--- config.mk ---
export PLATFORM = sky130hd
export DESIGN_NAME = rx_sample_packer
export DESIGN_NICKNAME = d
export VERILOG_FILES = /design/src/rtl/rxpk_pkg.sv /design/src/rtl/rxpk_ctrl.sv /design/src/rtl/rxpk_datapath.sv /design/src/rtl/rxpk_fifo.sv /design/src/rtl/rx_sample_packer.sv
export SDC_FILE = /design/constraint.sdc
export NUM_CORES = 1
export LEC_CHECK = 0
export BUFFER_PORTS_ARGS = -buffer_cell sky130_fd_sc_hd__clkbuf_2
export CORE_ASPECT_RATIO = 1.75
export CORE_UTILIZATION = 35
export CTS_BUF_LIST = sky130_fd_sc_hd__clkbuf_8
export DETAILED_ROUTE_END_ITERATION = 7
export GPL_ROUTABILITY_DRIVEN = 0
export GPL_TIMING_DRIVEN = 0
export SLEW_MARGIN = 20
export SYNTH_ARGS = -nofsm -noshare
export SYNTH_HDL_FRONTEND = slang
export SYNTH_HIERARCHICAL = 1
export SYNTH_SLANG_ARGS = --single-unit
--- constraint.sdc ---
create_clock -name clk -period 4.9 [get_ports clk]
set_input_delay 0.245 -clock clk [delete_from_list [all_inputs] [get_ports clk]]
set_output_delay 0.245 -clock clk [all_outputs]
set_load 0.02 [all_outputs]
--- src/rtl/rxpk_pkg.sv ---
package rxpk_pkg;
  // Width select codes
  localparam logic [1:0] SEL_W8  = 2'd0;
  localparam logic [1:0] SEL_W16 = 2'd1;
  // Filter select codes
  localparam logic [1:0] KEEP_EVEN = 2'd1;
  localparam logic [1:0] KEEP_ODD  = 2'd2;

  // Strobes from control to datapath
  typedef struct packed {
    logic       load;   // insert current sample into lane
    logic       first;  // lane 0 of a new word
    logic       push;   // word complete, write to FIFO
    logic [1:0] lane;   // lane index in fill order
  } laneStrobe_t;
endpackage

--- src/rtl/rxpk_ctrl.sv ---
module rxpk_ctrl
  import rxpk_pkg::*;
(
  input  logic        clk,
  input  logic        rstN,
  input  logic [1:0]  cfgWidth,
  input  logic        cfgPack,
  input  logic [1:0]  cfgKeep,
  input  logic        inValid,
  input  logic        inLast,
  input  logic        fifoFull,
  output logic        inReady,
  output laneStrobe_t stb
);
  logic [1:0] laneCnt;
  logic [1:0] lastLane;
  logic       oddPos;
  logic       keepNow;
  logic       accept;

  always_comb begin
    lastLane = 2'd0;
    if (cfgPack) begin
      case (cfgWidth)
        SEL_W8:  lastLane = 2'd3;
        SEL_W16: lastLane = 2'd1;
        default: lastLane = 2'd0;
      endcase
    end
    case (cfgKeep)
      KEEP_EVEN: keepNow = !oddPos;
      KEEP_ODD:  keepNow = oddPos;
      default:   keepNow = 1'b1;
    endcase
  end

  assign inReady = !fifoFull;
  assign accept  = inValid && inReady;

  always_comb begin
    stb.load  = accept && keepNow;
    stb.first = (laneCnt == 2'd0);
    stb.lane  = laneCnt;
    stb.push  = accept && ((keepNow && ((laneCnt == lastLane) || inLast)) ||
                           (!keepNow && inLast && (laneCnt != 2'd0)));
  end

  always_ff @(posedge clk) begin
    if (!rstN) begin
      laneCnt <= 2'd0;
      oddPos  <= 1'b0;
    end else begin
      if (stb.push)      laneCnt <= 2'd0;
      else if (stb.load) laneCnt <= laneCnt + 2'd1;
      if (accept)        oddPos  <= inLast ? 1'b0 : !oddPos;
    end
  end
endmodule

--- src/rtl/rxpk_datapath.sv ---
module rxpk_datapath
  import rxpk_pkg::*;
#(
  parameter int SAMPLE_W = 24,
  parameter int WORD_W   = 32
) (
  input  logic                clk,
  input  logic                rstN,
  input  logic [1:0]          cfgWidth,
  input  logic                cfgPack,
  input  logic                cfgBigEnd,
  input  logic                cfgSignExt,
  input  logic [SAMPLE_W-1:0] inData,
  input  laneStrobe_t         stb,
  output logic [WORD_W-1:0]   wordOut
);
  localparam int NARROW_W = 8;
  localparam int MID_W    = 16;

  logic [WORD_W-1:0] accum;
  logic [WORD_W-1:0] extended;
  logic [WORD_W-1:0] laneVal;
  logic [WORD_W-1:0] assembled;
  logic [1:0]        pos;
  logic [4:0]        shift;
  logic              packActive;

  always_comb begin
    case (cfgWidth)
      SEL_W8:  extended = {{(WORD_W-NARROW_W){cfgSignExt & inData[NARROW_W-1]}}, inData[NARROW_W-1:0]};
      SEL_W16: extended = {{(WORD_W-MID_W){cfgSignExt & inData[MID_W-1]}}, inData[MID_W-1:0]};
      default: extended = {{(WORD_W-SAMPLE_W){cfgSignExt & inData[SAMPLE_W-1]}}, inData};
    endcase
    packActive = cfgPack && (cfgWidth == SEL_W8 || cfgWidth == SEL_W16);
    pos   = 2'd0;
    shift = 5'd0;
    laneVal = extended;
    if (packActive) begin
      if (cfgWidth == SEL_W8) begin
        pos     = cfgBigEnd ? (2'd3 - stb.lane) : stb.lane;
        shift   = {pos, 3'b000};
        laneVal = {{(WORD_W-NARROW_W){1'b0}}, inData[NARROW_W-1:0]};
      end else begin
        pos     = {1'b0, cfgBigEnd ? !stb.lane[0] : stb.lane[0]};
        shift   = {pos[0], 4'b0000};
        laneVal = {{(WORD_W-MID_W){1'b0}}, inData[MID_W-1:0]};
      end
    end
    assembled = (stb.first ? '0 : accum) | (laneVal << shift);
    wordOut   = stb.load ? assembled : accum;
  end

  always_ff @(posedge clk) begin
    if (!rstN)         accum <= '0;
    else if (stb.push) accum <= '0;
    else if (stb.load) accum <= assembled;
  end
endmodule

--- src/rtl/rxpk_fifo.sv ---
module rxpk_fifo #(
  parameter int W        = 32,
  parameter int DEPTH    = 4,
  parameter int WM_LEVEL = 3,
  parameter int LVL_W    = $clog2(DEPTH + 1)
) (
  input  logic             clk,
  input  logic             rstN,
  input  logic             push,
  input  logic [W-1:0]     pushData,
  input  logic             pop,
  output logic [W-1:0]     popData,
  output logic             notEmpty,
  output logic             full,
  output logic             watermark,
  output logic [LVL_W-1:0] level
);
  localparam int PTR_W = (DEPTH > 1) ? $clog2(DEPTH) : 1;

  logic [W-1:0]     mem [DEPTH];
  logic [PTR_W-1:0] wrPtr, rdPtr;
  logic             doPop;

  function automatic logic [PTR_W-1:0] nextPtr(input logic [PTR_W-1:0] p);
    return (p == PTR_W'(DEPTH - 1)) ? '0 : p + 1'b1;
  endfunction

  assign notEmpty  = (level != '0);
  assign full      = (level == LVL_W'(DEPTH));
  assign watermark = (level >= LVL_W'(WM_LEVEL));
  assign popData   = mem[rdPtr];
  assign doPop     = pop && notEmpty;

  always_ff @(posedge clk) begin
    if (!rstN) begin
      wrPtr <= '0;
      rdPtr <= '0;
      level <= '0;
    end else begin
      if (push) begin
        mem[wrPtr] <= pushData;
        wrPtr      <= nextPtr(wrPtr);
      end
      if (doPop) rdPtr <= nextPtr(rdPtr);
      case ({push, doPop})
        2'b10:   level <= level + 1'b1;
        2'b01:   level <= level - 1'b1;
        default: level <= level;
      endcase
    end
  end
endmodule

--- src/rtl/rx_sample_packer.sv ---
module rx_sample_packer
  import rxpk_pkg::*;
#(
  parameter int SAMPLE_W   = 24,
  parameter int WORD_W     = 32,
  parameter int FIFO_DEPTH = 4,
  parameter int WM_LEVEL   = 3
) (
  input  logic                clk,
  input  logic                rstN,
  input  logic [1:0]          cfgWidth,
  input  logic                cfgPack,
  input  logic                cfgBigEnd,
  input  logic                cfgSignExt,
  input  logic [1:0]          cfgKeep,
  input  logic                inValid,
  output logic                inReady,
  input  logic [SAMPLE_W-1:0] inData,
  input  logic                inLast,
  output logic                outValid,
  input  logic                outReady,
  output logic [WORD_W-1:0]   outData,
  output logic                watermark
);
  localparam int LVL_W = $clog2(FIFO_DEPTH + 1);

  laneStrobe_t       stb;
  logic              fifoFull;
  logic              pushWord;
  logic [WORD_W-1:0] pushData;
  logic [LVL_W-1:0]  fifoLevel;

  assign pushWord = stb.push;

  rxpk_ctrl u_ctrl (
    .clk(clk), .rstN(rstN), .cfgWidth(cfgWidth), .cfgPack(cfgPack),
    .cfgKeep(cfgKeep), .inValid(inValid), .inLast(inLast),
    .fifoFull(fifoFull), .inReady(inReady), .stb(stb)
  );

  rxpk_datapath #(.SAMPLE_W(SAMPLE_W), .WORD_W(WORD_W)) u_dp (
    .clk(clk), .rstN(rstN), .cfgWidth(cfgWidth), .cfgPack(cfgPack),
    .cfgBigEnd(cfgBigEnd), .cfgSignExt(cfgSignExt), .inData(inData),
    .stb(stb), .wordOut(pushData)
  );

  rxpk_fifo #(.W(WORD_W), .DEPTH(FIFO_DEPTH), .WM_LEVEL(WM_LEVEL), .LVL_W(LVL_W)) u_fifo (
    .clk(clk), .rstN(rstN), .push(pushWord), .pushData(pushData),
    .pop(outReady), .popData(outData), .notEmpty(outValid),
    .full(fifoFull), .watermark(watermark), .level(fifoLevel)
  );
endmodule

Yosys cells after proc, flatten, opt, wreduce, memory -nomap -nowiden
Memory sizes are Yosys's and may differ from the RTL's. A register that Yosys moved wholly into a read port is not among the register bits.
Index checks and enable logic that the tools add are counted.
{"block": "totals", "regBits": 42, "memories": 1, "mem_bits_ro": 0, "ram_bits": 128, "latchBits": 0}
{"block": "op_classes", "shift": 1, "n_mul": 0, "muxes": 21, "magnitude_cmp": 1, "div": 0, "reduce_logical": 21, "add_sub_neg": 6, "bitwise": 5, "n_eq_ne": 9}
{"memory": "u_fifo.mem", "words": 4, "word_bits": 32, "read_ports": 1, "rd_ports_with_merged_regs": 1, "wr": 1, "line": "rxpk_fifo.sv:20", "rtl": "logic [W-1:0] mem [DEPTH];"}
{"op": "$mux W32", "n": 3}
{"op": "$pmux W32 S2", "n": 1}
{"op": "$or A32 B32 Y32", "n": 1}
{"op": "$shl A32 B5 Y32", "n": 1}
{"op": "$mux W16", "n": 1}
{"op": "$mux W2", "n": 6}
{"op": "$mux W5", "n": 2}
{"op": "$eq A2 B2 Y1 const B", "n": 4}
{"op": "$logic_and A1 B1 Y1", "n": 8}
{"op": "$add A2 B1 Y2 const B", "n": 3}
{"op": "$eq A2 B1 Y1 const B", "n": 3}
{"op": "$pmux W3 S2", "n": 1}
{"op": "$mux W1", "n": 5}
{"op": "$logic_not A1 Y1", "n": 4}
{"op": "$logic_not A2 Y1", "n": 2}
{"op": "$pmux W2 S2", "n": 1}
{"op": "$reduce_bool A2 Y1", "n": 2}
{"op": "$add A3 B1 Y3 const B", "n": 1}
{"op": "$and A1 B1 Y1", "n": 3}
{"op": "$eq A3 B3 Y1 const B", "n": 1}
{"op": "$ge A3 B2 Y1 const B", "n": 1}
{"op": "$logic_or A1 B1 Y1", "n": 3}
{"op": "$reduce_bool A3 Y1", "n": 1}
{"op": "$sub A3 B1 Y3 const B", "n": 1}
{"op": "5 further kinds", "n": 5}

Logic depth before layout (Yosys ltp)
Gate-level depths: netlist (run 1).
{"block": "depth", "depth_word": 11, "depth_mapped": 12}

Cells and area by module
Netlist (run 1), hierarchy kept.
{"module": "rxpk_fifo", "instances": 1, "cells_each": 219, "area_per_inst_um2": 5142.4, "seq_area_each_um2": 4023.9}
{"module": "rxpk_datapath", "instances": 1, "cells_each": 234, "area_per_inst_um2": 1905.6, "seq_area_each_um2": 640.6}
{"module": "rxpk_ctrl", "instances": 1, "cells_each": 31, "area_per_inst_um2": 270.3, "seq_area_each_um2": 60.1}

Worst setup path after synthesis (run 1)
No wires, ideal clock.
{"block": "synth_timing", "kind": "register to register", "startpoint": "register u_fifo.level[0]", "endpoint": "memory u_fifo.mem[0][0], enable pin", "n_path_buf": 0, "setup_ps": 392, "path_stages_with_launch": 7, "arrival_ps": 2275, "path_slack_ps": 2233, "cell_sequence": "dfxtp_1 > inv_1 > and3_1 > nor2b_1 > nand3b_1 > a21boi_1 > and3_1"}
{"item": "from (decl)", "line": "rxpk_fifo.sv:16", "rtl": "output logic [LVL_W-1:0] level"}
{"item": "from (signal assigned)", "line": "rxpk_fifo.sv:46", "rtl": "2'b10: level <= level + 1'b1;"}
{"item": "from (signal assigned)", "line": "rxpk_fifo.sv:47", "rtl": "2'b01: level <= level - 1'b1;"}
{"item": "from (signal assigned)", "line": "rxpk_fifo.sv:48", "rtl": "default: level <= level;"}
{"item": "to (decl)", "line": "rxpk_fifo.sv:20"}

==> run metrics, run 1 <==
critical path class register to register; Tcrit/Tclk final 65.26%; Worst slew margin 45.74%; share of cells above drive strength 1 28.47%; post-CTS resize count 0; Post-synth EDFFs 128; Layout Nets 623; DP Wirelength 12160 µm; Total GRT Usage 16.11%; total negative slack 0 ns; clock root buffer clkbuf_8; Die Ht 193.3 µm; cell area after synthesis 7318 µm²; post-synthesis sequential area ratio 64.56%; die area 21510 µm²; first-pass iteration count of the detailed router 6; CTS tree done; vias in the first global route 4749; Avg Inst Size Synth 15.12 µm²; top cell type's share of synthesized area 52.52%; violated checks DRC; asr flop ratio synth 0%; Hold Path Class input port to register; Layout area overhead 15.28%; RSZ-0062 raised after global routing no; core area 20370 µm²; Max Root-Sink Buffers 2; first-pass GRT wire length 25750 µm; Fill cells 1905; Leak Pwr 2.972 nW; # clock sinks 172; Hold Startpoint inData[4]; Final setup viols 0; hold-fix buffers at CTS 0; ANT nets after route 0; H-tree depth 4; CP startpoint kind register; max-cap violations 0; die span in x 111.3 µm; min Tclk post-route 3.198 ns; Clock Latency Late Sink 0.46 ns; post-synthesis cell count 484; Pwr per Cell Area 417.3 nW/µm²; Port Buffers 70; maximum fanout along the worst path 10; peak supply drop 0.2552 mV; endpoints failing hold 0; Setup Fix Bufs, Post-CTS 0; I/O pins 71; Yosys top cell by area edfxtp_1; Worst EP required 5.08 ns; Final WS setup 1.702 ns; Vias 4487; #FFs+latches synth 172; Initial Util 35.92%; vias per cell 5.354; Worst EP arrival 3.38 ns; Clock Skew 0.009932 ns; routed len/inst 19.76 µm; CTS clk-pin slew, worst paths 0.10 ns; row count 69; fmax 312.7 MHz; CTS buffer count 17; number of antenna diodes 0; Slew @ Worst Pin 0.8070 ns; Setup crit start u_fifo/level[0]; Post-synth top flop edfxtp_1; Max Slew Vio Count 0; Netlist cell types 56; FF-to-FF Start u_fifo/level[0]; final WL 16560 µm; syn_nets 530; largest net degree at the start of global routing 21; GRT overflow 0; Area contributors post-synth edfxtp_1, dfxtp_1, mux4_2; pre-CTS setup slack 1.621 ns; initial antenna violation count 0; drt first-iter violations 277; number of remaining DRC errors 13; status finished, violations left; synth warn 6; CP endpoint kind register
-- kinds of logic (layout without fill, tap and decap cells) --
family                     after synthesis  after routing  share of synthesized area [%]
DFF                                    172            172                          64.56
and+or+nand+nor                        119            119                          8.548
buffers and inverters                   43            149                          3.129
adders and majority gates               10             10                          1.812
muxes                                   40             40                          11.08
AOI/OAI and AO/OA                       97             97                          10.51
xor gates and xnor gates                 3              3                         0.3591
-- critical path, stage by stage, from the launching register on --
cell and delay (ns):
dfxtp_1 0.43, inv_1 0.10, and3_1 0.20, nor2b_1 0.26, o21ai_2 0.17, inv_1 0.08, clkbuf_1 0.33, nand2_1 0.24
clkbuf_1 0.32, clkbuf_1 0.31, a22oi_1 0.29, nand2_1 0.18
-- cell type report --
type | count | area, µm² | area share (%)
timing repair buffer | 74 | 430.4 | 5.102
sequential | 172 | 4725 | 56.00
tap | 248 | 310.3 | 3.678
buffer | 26 | 165.2 | 1.958
multi-input combinational | 269 | 2370 | 28.09
clock buffer | 17 | 234.0 | 2.773
clock inverter | 15 | 138.9 | 1.646
inverter | 17 | 63.81 | 0.7563
-- routing by layer --
metal | wire, µm | track usage [%]
met4 | 493 | 8.759
met3 | 492 | 3.415
met2 | 9404 | 30.65
met1 | 6168 | 16.00
met5 | 0 | 0
-- sequential cells by signal, indices dropped and copies added (netlist names), named ones only --
signal / cells
u_fifo/mem: 128
u_dp/accum: 32
u_fifo/level: 3
u_ctrl/laneCnt: 2
u_fifo/rdPtr: 2
u_fifo/wrPtr: 2
u_ctrl/oddPos: 1
-- power by group --
| group | internal (mW) | switching [mW] | total, mW |
|---|---|---|---|
| Combinational | 0.378 | 0.524 | 0.902 |
| Sequential | 1.66 | 0.0388 | 1.70 |
| Clock | 0.370 | 0.549 | 0.920 |
-- cells in the final DEF (no fill, tap or decap), drive strengths merged, types with 3 or more instances in the layout --
cell      count
ha            9
a22oi         8
clkinv        5
nor2         12
nor3         10
a21oi        16
edfxtp      128
nand3        11
clkbuf       98
dfxtp        44
and3          5
o311ai        7
o31ai         4
a31oi         8
buf          19
inv          23
nor2b         3
a21boi        3
a22o         16
mux2i         6
nor3b         8
o21ai        13
nand2        46
a311oi        7
a41o          7
and2          9
clkinvlp      4
or3           4
mux4         32
-- synth_stat cells, types with 9 or more instances --
cell,n
a21oi_1,16
a22o_1,16
and2_1,9
buf_2,9
clkbuf_1,11
dfxtp_1,44
edfxtp_1,128
ha_1,9
inv_1,16
mux4_2,30
nand2_1,46
nand3_1,11
nor2_1,12
nor3_1,9
o21ai_0,12
-- worst paths after layout --
path | endpoint | slack, ns | depth (start not counted)
worst max-delay path | u_fifo/mem[3][22] | 1.70 | 11
worst min-delay path | u_dp/accum[4] | 0.06 | 2
worst max register to register | u_fifo/mem[3][22] | 1.70 | 11
worst min register to register | u_dp/accum[15] | 0.46 | 2
-- per-stage QoR --
step                hold slack [ns]  instance area [µm²]  utilization [%]  power, mW  cells
global placement             0.4379                 7979            39.16      2.612    802
floorplan                    0.3707                 7318                -      2.376    484
finish                      0.06273                 8437            41.41      3.521    838
global route                0.04065                 8437            41.41      3.688    838
detailed placement           0.4393                 8064            39.58      2.652    806
CTS                         0.02052                 8437            41.41      3.577    838
Power figures use the tool's default switching activity.
==> run 2, diff against run 1 <==
- ABC_AREA: unset -> 1
- clock period: 4.9 -> 2.75 ns (I/O delays scaled with it)
==> run metrics, run 2 <==
Post-synth EDFFs 128; largest register by flop count u_fifo/mem; Initial Util 35.63%; Clock Latency Late Sink 0.45 ns; placed inst area 8203 µm²; maximum fanout along the worst path 21; most frequent cells in the layout nand2_1, edfxtp_1, nor2_1, clkbuf_2, o21ai_0; critical path class register to register; Max Root-Sink Buffers 2; CTS buffer count 17; commonest non-fill, non-tap cell in the layout nand2_1; Slew @ Worst Pin 0.5608 ns; first-pass GRT wire length 27160 µm; Avg Inst Size Synth 10.34 µm²; Port Buffers 70; routed len/inst 15.96 µm; Worst EP arrival 2.59 ns; sequential power share 41.1%; first-pass iteration count of the detailed router 7; GRT overflow 0; Pwr per Cell Area 879.5 nW/µm²; adder-cell share of the synthesized area 1.786%; CP startpoint kind register; post-synthesis cell count 718; vias in the first global route 5191; CP endpoint kind register; Sw Share 37.53%; # clock sinks 172; post-CTS resize count 0; post-synthesis sequential area ratio 63.61%; die span in x 112.1 µm; ANT nets after route 0; Final setup viols 0; share of cells above drive strength 1 19.98%; Total GRT Usage 16.48%; Layout Nets 859; Die Ht 194.7 µm; Hold Path Class input port to register; H-tree depth 4; clock share of power 23.4%; switching power 2.848 mW; endpoints failing hold 0; Layout area overhead 16.17%; combinational share of power 35.4%; CTS clk-pin slew, worst paths 0.09 ns; initial antenna violation count 0; Post-synth top flop edfxtp_1; design area 8628 µm²; top cells by count, synth nand2_1, edfxtp_1, nor2_1, o21ai_0, inv_1; post-synthesis mux area share 0%; row count 70; top cell type's share of synthesized area 51.75%; die area 21830 µm²; clock root buffer clkbuf_8; largest family of logic cells by synthesized area simple AND/OR/NAND/NOR gates; RSZ-0062 raised after global routing no; final WL 17210 µm; Vias 5307; vias per cell 4.923; asr flop ratio synth 0%; final core occ 41.39%; Tcrit/Tclk final 88.82%; Post-Synth Simple-Gate Area 17.57%; CTS tree done; Largest register FFs 128; status finished, violations left; Yosys top cell by area edfxtp_1; syn_nets 764; core area 20850 µm²; Worst slew margin 62.61%; Area contributors post-synth edfxtp_1, dfxtp_1, nand2_1; Max Slew Vio Count 0; number of antenna diodes 0; synth warn 6; largest net degree at the start of global routing 23; peak supply drop 0.3185 mV; drt first-iter violations 272; I/O pins 71; #FFs+latches synth 172; Synth Area in Compound Gates 10.75%; top flop regs u_fifo/mem: 128 flops, u_dp/accum: 32 flops, u_fifo/level: 3 flops; fmax 409.4 MHz; Worst EP required 2.90 ns; Netlist cell types 38; violated checks DRC; post-synthesis xor/xnor area fraction 0.2190%; Clock Skew 0.01442 ns; Int Pwr 4.740 mW; DP Wirelength 12210 µm; number of remaining DRC errors 1; max-cap violations 0; top-count cell post-synth nand2_1; cell area after synthesis 7427 µm²; min Tclk post-route 2.443 ns; Fill cells 2040; Leak Pwr 3.478 nW
-- run 2: cell type report --
type	instances	area [µm²]	share of cell area [%]
clock buffers	18	247.7	2.871
inverters	57	229.0	2.654
clock inverters	14	157.7	1.827
flip-flops and latches	172	4725	54.76
multi-input cells	460	2282	26.45
repair buffers	76	450.4	5.220
well taps	252	315.3	3.654
plain buffers	29	221.5	2.567
-- run 2: logic make-up after synthesis --
logic type               Yosys count
flip-flops                       172
AND/OR/NAND/NOR                  301
adder cells (fa/ha/maj)           10
XOR/XNOR                           1
AO/OA/AOI/OAI                    148
buffers and inverters             86
-- run 2: worst paths after layout --
check,from,end,slack (ns),cells past startpoint
worst max-delay path,u_ctrl/laneCnt[0],u_fifo/mem[3][10],0.31,10
worst min-delay path,inData[1],u_dp/accum[1],0.04,3
worst max register to register,u_ctrl/laneCnt[0],u_fifo/mem[3][10],0.31,10
worst min register to register,u_dp/accum[6],u_dp/accum[6],0.48,2
-- run 2: worst max-delay path: stages, from the launching register on --
cell,delay (ns)
dfxtp_1,0.45
inv_2,0.10
ha_1,0.23
nor2_1,0.10
nand2_1,0.05
nand2_1,0.07
nand2_2,0.06
inv_1,0.11
nand2_1,0.23
nor2_4,0.46
buf_12,0.25
-- run 2: routing by layer --
metal	track usage, %	wire length, µm
met1	18.51	6895
met5	0	0
met4	8.889	652
met2	29.31	8995
met3	2.993	665
-- run 2: what timing repair did --
action	in CTS	in global routing
setup endpoints to repair	0	0
hold buffers	2	0
endpoints found under the hold margin	2	0
setup buffers	0	0
-- run 2: power groups by stage --
stage | sequential (mW) | clock [mW] | combinational, mW
after global placement | 3.19 | 0 | 2.67
after global routing | 3.14 | 1.92 | 2.93
after floorplan | 3.16 | 0 | 1.80
final | 3.12 | 1.78 | 2.69
after CTS | 3.12 | 1.82 | 2.72
after detailed placement | 3.18 | 0 | 2.72
-- run 2: through the flow --
| step | cells | setup TNS, ns | hold WS (ns) | power, mW | worst slack [ns] |
|---|---|---|---|---|---|
| finish | 1078 | 0 | 0.03623 | 7.588 | 0.3075 |
| global route | 1078 | 0 | 0.02594 | 7.992 | 0.1290 |
| CTS | 1078 | 0 | 0.001033 | 7.668 | 0.2682 |
| detailed placement | 1044 | 0 | 0.4451 | 5.899 | 0.2961 |
| global placement | 1040 | -190.47 | 0.4446 | 5.862 | -1.631 |
| floorplan | 718 | -20.91 | 0.2588 | 4.961 | -0.1634 |
==> run 3, diff against run 2 <==
--- a/config.mk
+++ b/config.mk
@@ -10,5 +10,4 @@
 export CORE_ASPECT_RATIO = 1.75
 export CORE_UTILIZATION = 35
-export CTS_BUF_LIST = sky130_fd_sc_hd__clkbuf_8
 export DETAILED_ROUTE_END_ITERATION = 7
 export GPL_ROUTABILITY_DRIVEN = 0
==> constraint.sdc (replaced) <==
create_clock -name clk -period 2.75 [get_ports clk]
set_input_delay 0.1375 -clock clk [delete_from_list [all_inputs] [get_ports clk]]
set_output_delay 0.1375 -clock clk [all_outputs]
set_load 0.05 [all_outputs]
==> run metrics, run 3 (synthesis results as in run 2) <==
status finished, violations left; violated checks DRC; CTS buffer count 17; drt first-iter violations 273; Final setup viols 0; top flop regs u_fifo/mem: 128 flops, u_dp/accum: 32 flops, u_fifo/level: 3 flops; Largest register FFs 128; final WL 17280 µm; Port Buffers 70; GR met2 Demand/Resource 29.26%; total power draw 8.934 mW; met3 usage 3.181%; commonest non-fill, non-tap cell in the layout nand2_1; die span in x 112.1 µm; max-cap violations 0; clock root buffer clkbuf_16; Initial Util 35.63%; Max Root-Sink Buffers 2; met1 Resource Use GR 18.71%; Post-Layout Cell Count 1077; GRT overflow 0; # placed instances 1044; Tcrit/Tclk final 89.29%; Setup Fix Bufs, Post-CTS 0; GR peak layer met2; largest register by flop count u_fifo/mem; peak supply drop 0.4408 mV; routed len/inst 16.05 µm; maximum fanout along the worst path 20; placed inst area 8203 µm²; core area 20850 µm²; vias in the first global route 5180; CP endpoint kind register; fmax 407.2 MHz; Total GRT Usage 16.59%; largest net degree at the start of global routing 23; Leak Pwr 3.562 nW; CTS clk-pin slew, worst paths 0.07 ns; most frequent cells in the layout nand2_1, edfxtp_1, nor2_1, clkbuf_2, o21ai_0; Layout Nets 858; Layout area overhead 18.62%; CP startpoint kind register; Slew @ Worst Pin 0.5440 ns; ANT nets after route 0; Die Ht 194.7 µm; WHS 0.06222 ns; I/O pins 71; row count 70; Hold Path Class input port to register; # clock sinks 172; DP Wirelength 12210 µm; Clock Skew 0.007669 ns; endpoints failing hold 0; H-tree depth 4; die area 21830 µm²; Worst slew margin 63.74%; first-pass iteration count of the detailed router 6; Worst EP arrival 2.58 ns; Max Slew Vio Count 0; vias per cell 4.912; initial antenna violation count 0; Clock Latency Late Sink 0.42 ns; RSZ-0062 raised after global routing no; Vias 5290; Pwr per Cell Area 1014 nW/µm²; total negative slack 0 ns; critical path class register to register; worst reg-to-reg setup slack 0.29 ns; min Tclk post-route 2.456 ns; design area 8810 µm²; share of cells above drive strength 1 20.00%; Worst EP required 2.87 ns; number of antenna diodes 0; CTS tree done; first-pass GRT wire length 27220 µm; number of remaining DRC errors 1
run 3: per-stage QoR:
stage	setup slack, ns	util (%)
floorplan	-0.1634	-
global placement	-1.631	38.82
detailed placement	0.2961	39.35
CTS	0.2722	42.26
global route	0.1313	42.26
finish	0.2945	42.26
run 3: cell type report:
class	instances	area, µm²
multi-input cells	460	2282
well taps	252	315.3
flip-flops and latches	172	4725
repair buffers	75	440.4
clock buffers	18	439.2
fillers	2019	12040
clock inverters	14	157.7
plain buffers	29	221.5
inverters	57	229.0
run 3: timing repair:
item / 4_1_cts / 5_1_grt
resized for setup: 0 / 0
hold endpoints to repair: 1 / 0
hold buffers: 1 / 0
run 3: layer usage:
| layer | wire (µm) | up-vias |
|---|---|---|
| met1 | 6952 | 2482 |
| met3 | 687 | 33 |
| met4 | 650 | 0 |
| met2 | 8991 | 134 |
| li1 | - | 2641 |
| met5 | 0 | - |
run 3: report_power, final:
part           internal [mW]  switching, mW
Sequential              3.05         0.0800
Combinational          0.847           2.57
Clock                   1.38           1.01
run 3: worst paths after layout:
kind,startpoint,cells past startpoint,end
max,u_ctrl/laneCnt[0],10,u_fifo/mem[2][10]
min,inData[0],3,u_dp/accum[0]
max reg2reg,u_ctrl/laneCnt[0],10,u_fifo/mem[2][10]
min reg2reg,u_dp/accum[6],2,u_dp/accum[6]
run 3: worst max-delay path: stages (launching register included):
cell     delay [ns]
dfxtp_1        0.44
inv_2          0.10
ha_1           0.23
nor2_1         0.10
nand2_1        0.05
nand2_1        0.07
nand2_2        0.06
inv_1          0.12
nand2_1        0.24
nor2_4         0.46
buf_12         0.24
